===== config.mk =====
export PLATFORM = sky130hd
export DESIGN_NAME = pipe_sram
export DESIGN_NICKNAME = d
export VERILOG_FILES = /design/src/rtl/pipe_sram_pkg.sv /design/src/rtl/pipe_sram_array.sv /design/src/rtl/pipe_sram_burst.sv /design/src/rtl/pipe_sram_wake.sv /design/src/rtl/pipe_sram.sv
export SDC_FILE = /design/constraint.sdc
export NUM_CORES = 1
export LEC_CHECK = 0
export ABC_CLOCK_PERIOD_IN_PS = 3500
export BUFFER_PORTS_ARGS = -buffer_cell sky130_fd_sc_hd__buf_4
export CELL_PAD_IN_SITES_DETAIL_PLACEMENT = 1
export CELL_PAD_IN_SITES_GLOBAL_PLACEMENT = 2
export CORE_UTILIZATION = 54
export CTS_CLUSTER_DIAMETER = 120
export CTS_CLUSTER_SIZE = 14
export DETAILED_ROUTE_END_ITERATION = 8
export PLACE_DENSITY_LB_ADDON = 0.08
export SYNTH_ARGS = -nofsm -noshare
export SYNTH_HDL_FRONTEND = slang
export SYNTH_SLANG_ARGS = --single-unit

===== constraint.sdc =====
create_clock -name clk_i -period 3.5 [get_ports clk_i]
set_input_delay 0 -clock clk_i [delete_from_list [all_inputs] [get_ports clk_i]]
set_output_delay 0 -clock clk_i [all_outputs]
set_load 0.005 [all_outputs]

===== src/rtl/pipe_sram_pkg.sv =====
package pipe_sram_pkg;
  typedef enum logic [1:0] {
    OP_NONE  = 2'd0,
    OP_READ  = 2'd1,
    OP_WRITE = 2'd2
  } op_e;

  // beat k of a 4-beat wrap burst from start
  function automatic logic [1:0] beat_low(input logic [1:0] start, input logic [1:0] k,
                                          input logic lin);
    return lin ? (start + k) : (start ^ k);
  endfunction
endpackage


===== src/rtl/pipe_sram_array.sv =====
module pipe_sram_array #(
  parameter int ADDR_W = 6,
  parameter int NBYTE  = 2,
  parameter int BYTE_W = 8,
  localparam int DATA_W = NBYTE * BYTE_W,
  localparam int DEPTH  = 1 << ADDR_W
) (
  input  logic              clk_i,
  input  logic              we_i,
  input  logic [ADDR_W-1:0] wa_i,
  input  logic [NBYTE-1:0]  wbe_i,
  input  logic [DATA_W-1:0] wd_i,
  input  logic [ADDR_W-1:0] ra_i,
  output logic [DATA_W-1:0] rd_o
);
  logic [DATA_W-1:0] mem_q [DEPTH];

  for (genvar b = 0; b < NBYTE; b++) begin : g_lane
    always_ff @(posedge clk_i) begin
      if (we_i && wbe_i[b]) mem_q[wa_i][b*BYTE_W +: BYTE_W] <= wd_i[b*BYTE_W +: BYTE_W];
    end
  end

  assign rd_o = mem_q[ra_i];
endmodule


===== src/rtl/pipe_sram_burst.sv =====
module pipe_sram_burst #(
  parameter int ADDR_W = 6
) (
  input  logic              clk_i,
  input  logic              rst_ni,
  input  logic              load_i,
  input  logic              step_i,
  input  logic              lin_i,
  input  logic [ADDR_W-1:0] addr_i,
  output logic [ADDR_W-1:0] addr_o
);
  import pipe_sram_pkg::*;

  logic [ADDR_W-1:0] base_q;
  logic [1:0]        beat_q;
  logic [1:0]        beat_nx;

  assign beat_nx = beat_q + 2'd1;
  assign addr_o  = load_i ? addr_i
                          : {base_q[ADDR_W-1:2], beat_low(base_q[1:0], beat_nx, lin_i)};

  always_ff @(posedge clk_i or negedge rst_ni) begin
    if (!rst_ni) begin
      base_q <= '0;
      beat_q <= '0;
    end else if (load_i) begin
      base_q <= addr_i;
      beat_q <= '0;
    end else if (step_i) begin
      beat_q <= beat_nx;
    end
  end
endmodule


===== src/rtl/pipe_sram_wake.sv =====
module pipe_sram_wake #(
  parameter int WAKE_CYC = 4,
  localparam int CW = $clog2(WAKE_CYC + 1)
) (
  input  logic clk_i,
  input  logic rst_ni,
  input  logic sleep_i,
  output logic busy_o
);
  logic [CW-1:0] cnt_q;

  always_ff @(posedge clk_i or negedge rst_ni) begin
    if (!rst_ni)            cnt_q <= '0;
    else if (sleep_i)       cnt_q <= CW'(WAKE_CYC);
    else if (cnt_q != '0)   cnt_q <= cnt_q - 1'b1;
  end

  assign busy_o = (cnt_q != '0);
endmodule


===== src/rtl/pipe_sram.sv =====
module pipe_sram #(
  parameter int ADDR_W   = 6,
  parameter int NBYTE    = 2,
  parameter int BYTE_W   = 8,
  parameter int WAKE_CYC = 4,
  localparam int DATA_W  = NBYTE * BYTE_W
) (
  input  logic              clk_i,
  input  logic              rst_ni,
  input  logic              clk_en_ni,
  input  logic              sel0_ni,
  input  logic              sel1_i,
  input  logic              sel2_ni,
  input  logic              adv_i,
  input  logic              rd_i,
  input  logic [ADDR_W-1:0] addr_i,
  input  logic [NBYTE-1:0]  byte_wen_ni,
  input  logic              burst_lin_i,
  input  logic              oe_ni,
  input  logic              sleep_i,
  input  logic [DATA_W-1:0] wdata_i,
  output logic [DATA_W-1:0] rdata_o,
  output logic              drive_o,
  output logic              wr_err_o
);
  import pipe_sram_pkg::*;

  logic acc, load, step, chip_on, wake_busy, bad_wr;
  op_e  cmd_op, burst_op_q;
  logic [ADDR_W-1:0] cmd_addr;

  op_e               s1_op_q, s2_op_q;
  logic [ADDR_W-1:0] s1_addr_q, s2_addr_q;
  logic [NBYTE-1:0]  s1_be_q, s2_be_q;
  logic [DATA_W-1:0] s2_data_q, arr_rd, fwd_rd, out_q;
  logic              out_vld_q, err_q;

  assign acc     = !clk_en_ni && !sleep_i;
  assign load    = acc && !adv_i;
  assign step    = acc && adv_i;
  assign chip_on = !sel0_ni && sel1_i && !sel2_ni;
  assign bad_wr  = load && chip_on && !rd_i && wake_busy;

  always_comb begin
    if (load) begin
      if (!chip_on || bad_wr) cmd_op = OP_NONE;
      else                    cmd_op = rd_i ? OP_READ : OP_WRITE;
    end else begin
      cmd_op = burst_op_q;
    end
  end

  pipe_sram_burst #(.ADDR_W(ADDR_W)) i_burst (
    .clk_i, .rst_ni, .load_i(load), .step_i(step), .lin_i(burst_lin_i),
    .addr_i, .addr_o(cmd_addr)
  );

  pipe_sram_wake #(.WAKE_CYC(WAKE_CYC)) i_wake (
    .clk_i, .rst_ni, .sleep_i, .busy_o(wake_busy)
  );

  pipe_sram_array #(.ADDR_W(ADDR_W), .NBYTE(NBYTE), .BYTE_W(BYTE_W)) i_array (
    .clk_i,
    .we_i (acc && s2_op_q == OP_WRITE),
    .wa_i (s2_addr_q),
    .wbe_i(s2_be_q),
    .wd_i (wdata_i),
    .ra_i (s1_addr_q),
    .rd_o (arr_rd)
  );

  // a write retiring on this edge is not yet in the array
  for (genvar b = 0; b < NBYTE; b++) begin : g_fwd
    assign fwd_rd[b*BYTE_W +: BYTE_W] =
      (s2_op_q == OP_WRITE && s2_addr_q == s1_addr_q && s2_be_q[b])
        ? wdata_i[b*BYTE_W +: BYTE_W] : arr_rd[b*BYTE_W +: BYTE_W];
  end

  always_ff @(posedge clk_i or negedge rst_ni) begin
    if (!rst_ni) begin
      burst_op_q <= OP_NONE;
      s1_op_q    <= OP_NONE;
      s2_op_q    <= OP_NONE;
      s1_addr_q  <= '0;
      s2_addr_q  <= '0;
      s1_be_q    <= '0;
      s2_be_q    <= '0;
      s2_data_q  <= '0;
      out_q      <= '0;
      out_vld_q  <= 1'b0;
    end else if (sleep_i) begin
      burst_op_q <= OP_NONE;
      s1_op_q    <= OP_NONE;
      s2_op_q    <= OP_NONE;
      out_vld_q  <= 1'b0;
    end else if (acc) begin
      if (load) burst_op_q <= cmd_op;
      s1_op_q   <= cmd_op;
      s1_addr_q <= cmd_addr;
      s1_be_q   <= ~byte_wen_ni;
      s2_op_q   <= s1_op_q;
      s2_addr_q <= s1_addr_q;
      s2_be_q   <= s1_be_q;
      if (s1_op_q == OP_READ) s2_data_q <= fwd_rd;
      out_vld_q <= (s2_op_q == OP_READ);
      if (s2_op_q == OP_READ) out_q <= s2_data_q;
    end
  end

  always_ff @(posedge clk_i or negedge rst_ni) begin
    if (!rst_ni) err_q <= 1'b0;
    else         err_q <= bad_wr;
  end

  assign rdata_o  = out_q;
  assign drive_o  = out_vld_q && !oe_ni && !sleep_i;
  assign wr_err_o = err_q;
endmodule


After elaboration in Yosys (flattened, before gate mapping)
Memories as Yosys holds them, arrays and structs flattened. A register that Yosys moved wholly into a read port is not among the register bits.
Cells that the tools add are included.
Word-level totals
  bits in latches: 0
  output and inout bits: 18
  register bits: 51
  ROM bits: 0
  memories kept: 1
  logic and storage cells: 77
  input bits: 35
  RAM bits: 1024
Cells by class
  bitwise logic cells: 3
  eq/ne operators: 3
  order comparisons: 0
  add/sub/neg operators: 3
  shift-type cells: 0
  reduce and logical (&&, ||, !) cells: 32
  multipliers: 0
  divide/modulo/power cells: 0
  mux-type cells: 22
Memories
  i_array.mem_q: depth 64, width 16, read ports 1, clocked after memory_dff 1, write ports 1, RTL line pipe_sram_array.sv:16  | logic [DATA_W-1:0] mem_q [DEPTH];
Operators by type and width (count)
  $mux 2: 13
  $logic_and 1x1->1: 13
  $logic_not 1->1: 9
  $reduce_bool 2->1: 4
  $mux 1: 6
  $mux 3: 2
  $mux 6: 1
  $reduce_and 3->1: 2
  $eq 2x1->1 const B: 2
  $reduce_and 2->1: 2
  $reduce_bool 3->1: 1
  $sub 3x1->3 const B: 1
  $add 2x1->2 const B: 1
  $add 2x2->2: 1
  $eq 2x2->1 const B: 1
  $not 2->2: 1
  $xor 2x2->2: 1
  $logic_or 1x1->1: 1
  $not 1->1: 1

Logic depth before layout (Yosys ltp)
  depth after elaboration: 12
  mapped depth: 12
  mapped depth without buffers: 8

Cells and area by module
From an unflattened synthesis, not the netlist that was laid out.
Unflattened totals
  cells, all modules: 2191
  area, all modules: 43146.4 um^2
Modules (own cells, without submodules)
  pipe_sram_array: sequential area each 30749.5 um^2, area each 40000.9 um^2, times used 1, cells an instance 1890
  pipe_sram: sequential area each 1401.3 um^2, area each 2593.7 um^2, times used 1, cells an instance 255
  pipe_sram_burst: sequential area each 200.2 um^2, area each 374.1 um^2, times used 1, cells an instance 30
  pipe_sram_wake: sequential area each 75.1 um^2, area each 177.7 um^2, times used 1, cells an instance 16

Least setup slack after synthesis
Ideal clock, no wire load.
  path kind: reg2reg
  start: register s1_addr_q[0]
  end: register s2_data_q[1] (read register of i_array.mem_q)
  required time: 3.370 ns
  setup time: 0.130 ns
  stages on the path, launching flop included: 10
  arrival time: 2.193 ns
  buffers on the path: 3
  setup slack: 1.177 ns
  period minus slack after synthesis: 2.323 ns
  cell sequence: dfrtp_1 buf_6 buf_6 buf_2 mux4_2 mux2_2 o22ai_1 nor3_1 nor4_1 nor3_1
RTL lines
  from (decl): RTL line pipe_sram.sv:33  | logic [ADDR_W-1:0] s1_addr_q, s2_addr_q;
  from (signal assigned): RTL line pipe_sram.sv:99  | s1_addr_q <= cmd_addr;
  to (decl): RTL line pipe_sram.sv:35  | logic [DATA_W-1:0] s2_data_q, arr_rd, fwd_rd, out_q;

Final worst setup path
  start: register s2_addr_q[3]
  end: memory i_array.mem_q[27][4] (netlist name), enable pin
RTL lines
  from (decl): RTL line pipe_sram.sv:33
  from (signal assigned): RTL line pipe_sram.sv:102  | s2_addr_q <= s1_addr_q;
  to (decl): RTL line pipe_sram_array.sv:16
Straight into the memory's write port.

==> metrics <==
status=finished, violations left; failing checks=negative setup slack; register area=between 0.03 and 0.04 sq mm; Layout fillers=about 6.5k; relative slew slack=26.42%; final std cells w/o fill=3432; CP required=~3.8 ns; synthesized area=0.04276 sq mm; maximum root-to-sink buffer count=3; R2R Path Start=s2_addr_q[3]; WP data arrival=between 3 and 4 ns; antenna violations before repair=1; DRC errors left=0; final period demand of the worst path=~3.5 ns; Max VDD drop=~460 uV; vias post-DR=between 20k and 25k; crit-path max FO=9; Die Wd=about 280 microns; Final Hold Vio Count=0; Initial Util=between 50 and 60%; Syn-to-layout area delta=12.08%; final worst-path cycle share=101.1%; final wirelength=110.4 mm; final setup TNS=-0.5500 ns; H-tree Lvls=3; worst reg2reg path endpoint=i_array.mem_q[27][4]; drt first pass iters=5; RSZ-0062 raised after global routing=no; drt via density=6.383; WL per Instance=~32 microns; fmax=around 0.28 GHz; post-route cell area=0.04793 sq mm; Async S/R FF share, synth=under 10%; Buffers on Ports=between 50 and 60; Synthesized Nets=about 2.2k; Finish-stage setup viols=16; TritonCTS clock tree=yes; total CTS buffers=slightly below 90; GP Congestion=0.8430; clk slew on worst S/H paths=0.07 ns; Final Skew=around 0.032 ns; Post-CTS Setup Inserts=0; first-pass GRT wire length=~160 mm; Synth top area share=a little under three quarters; CTS sink count=roughly 1.1k; Avg Cell Area, Syn=between 15 and 20 sq um; Root Driver=clkbuf_16; total track usage=28.02%; multi-input logic area=~0.0096 sq mm; grt ovf=0; PnR worst setup slack=-0.03987 ns; cell count after synthesis=approximately 2.1k; Post-synth top cells=edfxtp_1 (1024), mux4_2 (226), nor2_1 (167); pin count of the biggest net entering global routing=68; dpl cells=3272; Detail Placement HPWL=between 60 and 70 mm; reg2reg setup slack=-0.04 ns; die span in y=283.4 microns; vias in the first global route=roughly 23k; Worst setup EP type=register; Initial DRC Count=about 2.2k; Synth Register Bits=1091; number of routed nets with antenna violations=0; I/O pin cnt=53; layout cell share with drive strength beyond 1=around a quarter; Worst Hold Class=primary input to async pin; Power Dens Cells=approximately 590 mW/mm^2; Cell variety after synth=47; # Max-Cap Violations=0; area of the core=around 0.078 sq mm; Leak=15.55 nW; count leader, synth=edfxtp_1; die area=0.08032 sq mm; area leader, netlist=edfxtp_1; Worst-Margin Slew=1.102 ns; CP Class=register to register; r2r worst-path depth=3; register area share after synthesis=75.83%; fin. max-slew vios=0; top cells by area, synth=edfxtp_1 (72%), mux4_2 (12%), dfrtp_1 (3.9%); latest clock arrival within the worst-skew pair=~0.65 ns; Synth Flop Type=edfxtp_1; synth warn=0; Cell Area, Placed=approximately 0.045 sq mm; FP Rows=a little over 100; Final nets=about 2.4k; crit path launch type=register; Post-synth EDFFs=~1.0k
## state kept, by name, indices dropped and copies added, names as in the netlist
signal and flops:
i_array.mem_q 1024, rdata_o 16, s2_data_q 16, i_burst.base_q 6
s1_addr_q 6, s2_addr_q 6, i_wake.cnt_q 3, burst_op_q 2
i_burst.beat_q 2, s1_be_q 2, s1_op_q 2, s2_be_q 2
s2_op_q 2, out_vld_q 1, wr_err_o 1
## power breakdown
part           switching [W]  total, W  internal [W]
logic                0.00266   0.00456       0.00189
registers           0.000216    0.0146        0.0143
clock network        0.00431   0.00896       0.00465
total                0.00719    0.0281        0.0209
## final cells by class
class,instances,area share [%]
antenna,1,0.005221
clock buffer,116,4.903
clock inverter,3,0.07049
inverter,8,0.06266
multi-input combinational,917,20.08
sequential,1091,67.68
tap,1040,2.715
timing repair buffer,256,4.480
## worst max-delay path, stage by stage, from the launching register on
cell	delay, ns
dfrtp_1	0.87
nor2b_1	0.95
nand3_1	0.54
nor2_1	0.79
## metal layers
metal | wire length, microns | vias up | global-route usage [%]
met5 | 0 | - | 0
met4 | 2391 | 0 | 7.351
met3 | 7729 | 147 | 4.164
met2 | 52920 | 890 | 44.12
met1 | 47340 | 11800 | 41.59
li1 | - | 9071 | -
## metrics by stage
stage | setup WS [ns] | power [W] | util [%] | hold slack (ns)
6_report | -0.03987 | 0.02807 | 61.56 | 0.04243
5_1_grt | 0.03655 | 0.02882 | 61.56 | 0.1310
4_1_cts | 0.06283 | 0.02824 | 61.56 | 0.07134
3_5_place_dp | -0.01276 | 0.01935 | 57.98 | 0.1899
3_3_place_gp | 0.1173 | 0.01926 | 57.98 | 0.1890
2_1_floorplan | 1.177 | 0.01758 | - | -0.2956
## cells in the final DEF (no fill, tap or decap), types with 3 or more instances in the layout
cell and n:
a211oi_1 8, a21oi_1 19, a221oi_1 7, a22o_1 5
a22oi_1 39, and2_1 4, buf_12 10, buf_4 206
clkbuf_1 26, clkbuf_16 90, dfrtp_1 63, dfrtp_4 3
dlygate4sd3_1 40, edfxtp_1 1024, ha_1 3, inv_1 8
mux2_2 47, mux2i_1 135, mux4_2 226, nand2_1 82
nand2b_1 4, nand3_1 29, nand3b_1 4, nand4_1 3
nor2_1 166, nor2b_1 12, nor3_1 19, nor4_1 10
o211ai_1 9, o21ai_0 27, o22ai_1 23, or2_2 3
xnor2_1 10
## logic make-up (layout without fill, tap and decap cells)
group | Yosys count | in the layout | synth area share (%)
flip-flops | 1091 | 1091 | 75.83
buffers and inverters | 131 | 383 | 1.700
AND/OR/NAND/NOR | 350 | 350 | 3.587
AO/OA/AOI/OAI | 146 | 146 | 2.291
XOR/XNOR | 10 | 10 | 0.2048
adder cells (fa/ha/maj) | 3 | 3 | 0.08779
other | 0 | 1 | 0
multiplexers | 408 | 408 | 16.30
## how the worst max path moves through the flow
stage	slack, ns	end	from	cells past startpoint
after detailed placement	-0.01	i_array.mem_q[36][10]	s2_op_q[0]	5
final	-0.04	i_array.mem_q[27][4]	s2_addr_q[3]	3
after global routing	0.04	i_array.mem_q[27][5]	s2_addr_q[3]	3
after global placement	0.12	i_array.mem_q[32][9]	s2_op_q[0]	5
after floorplan	1.18	s2_data_q[1]	s1_addr_q[0]	9
after CTS	0.06	i_array.mem_q[27][5]	s2_addr_q[3]	3
## repair_timing
action,CTS,global route
setup endpoints to repair,37,0
endpoints found under the hold margin,1047,0
gates resized for setup,1,0
hold buffers,40,0
Power figures use the tool's default switching activity.
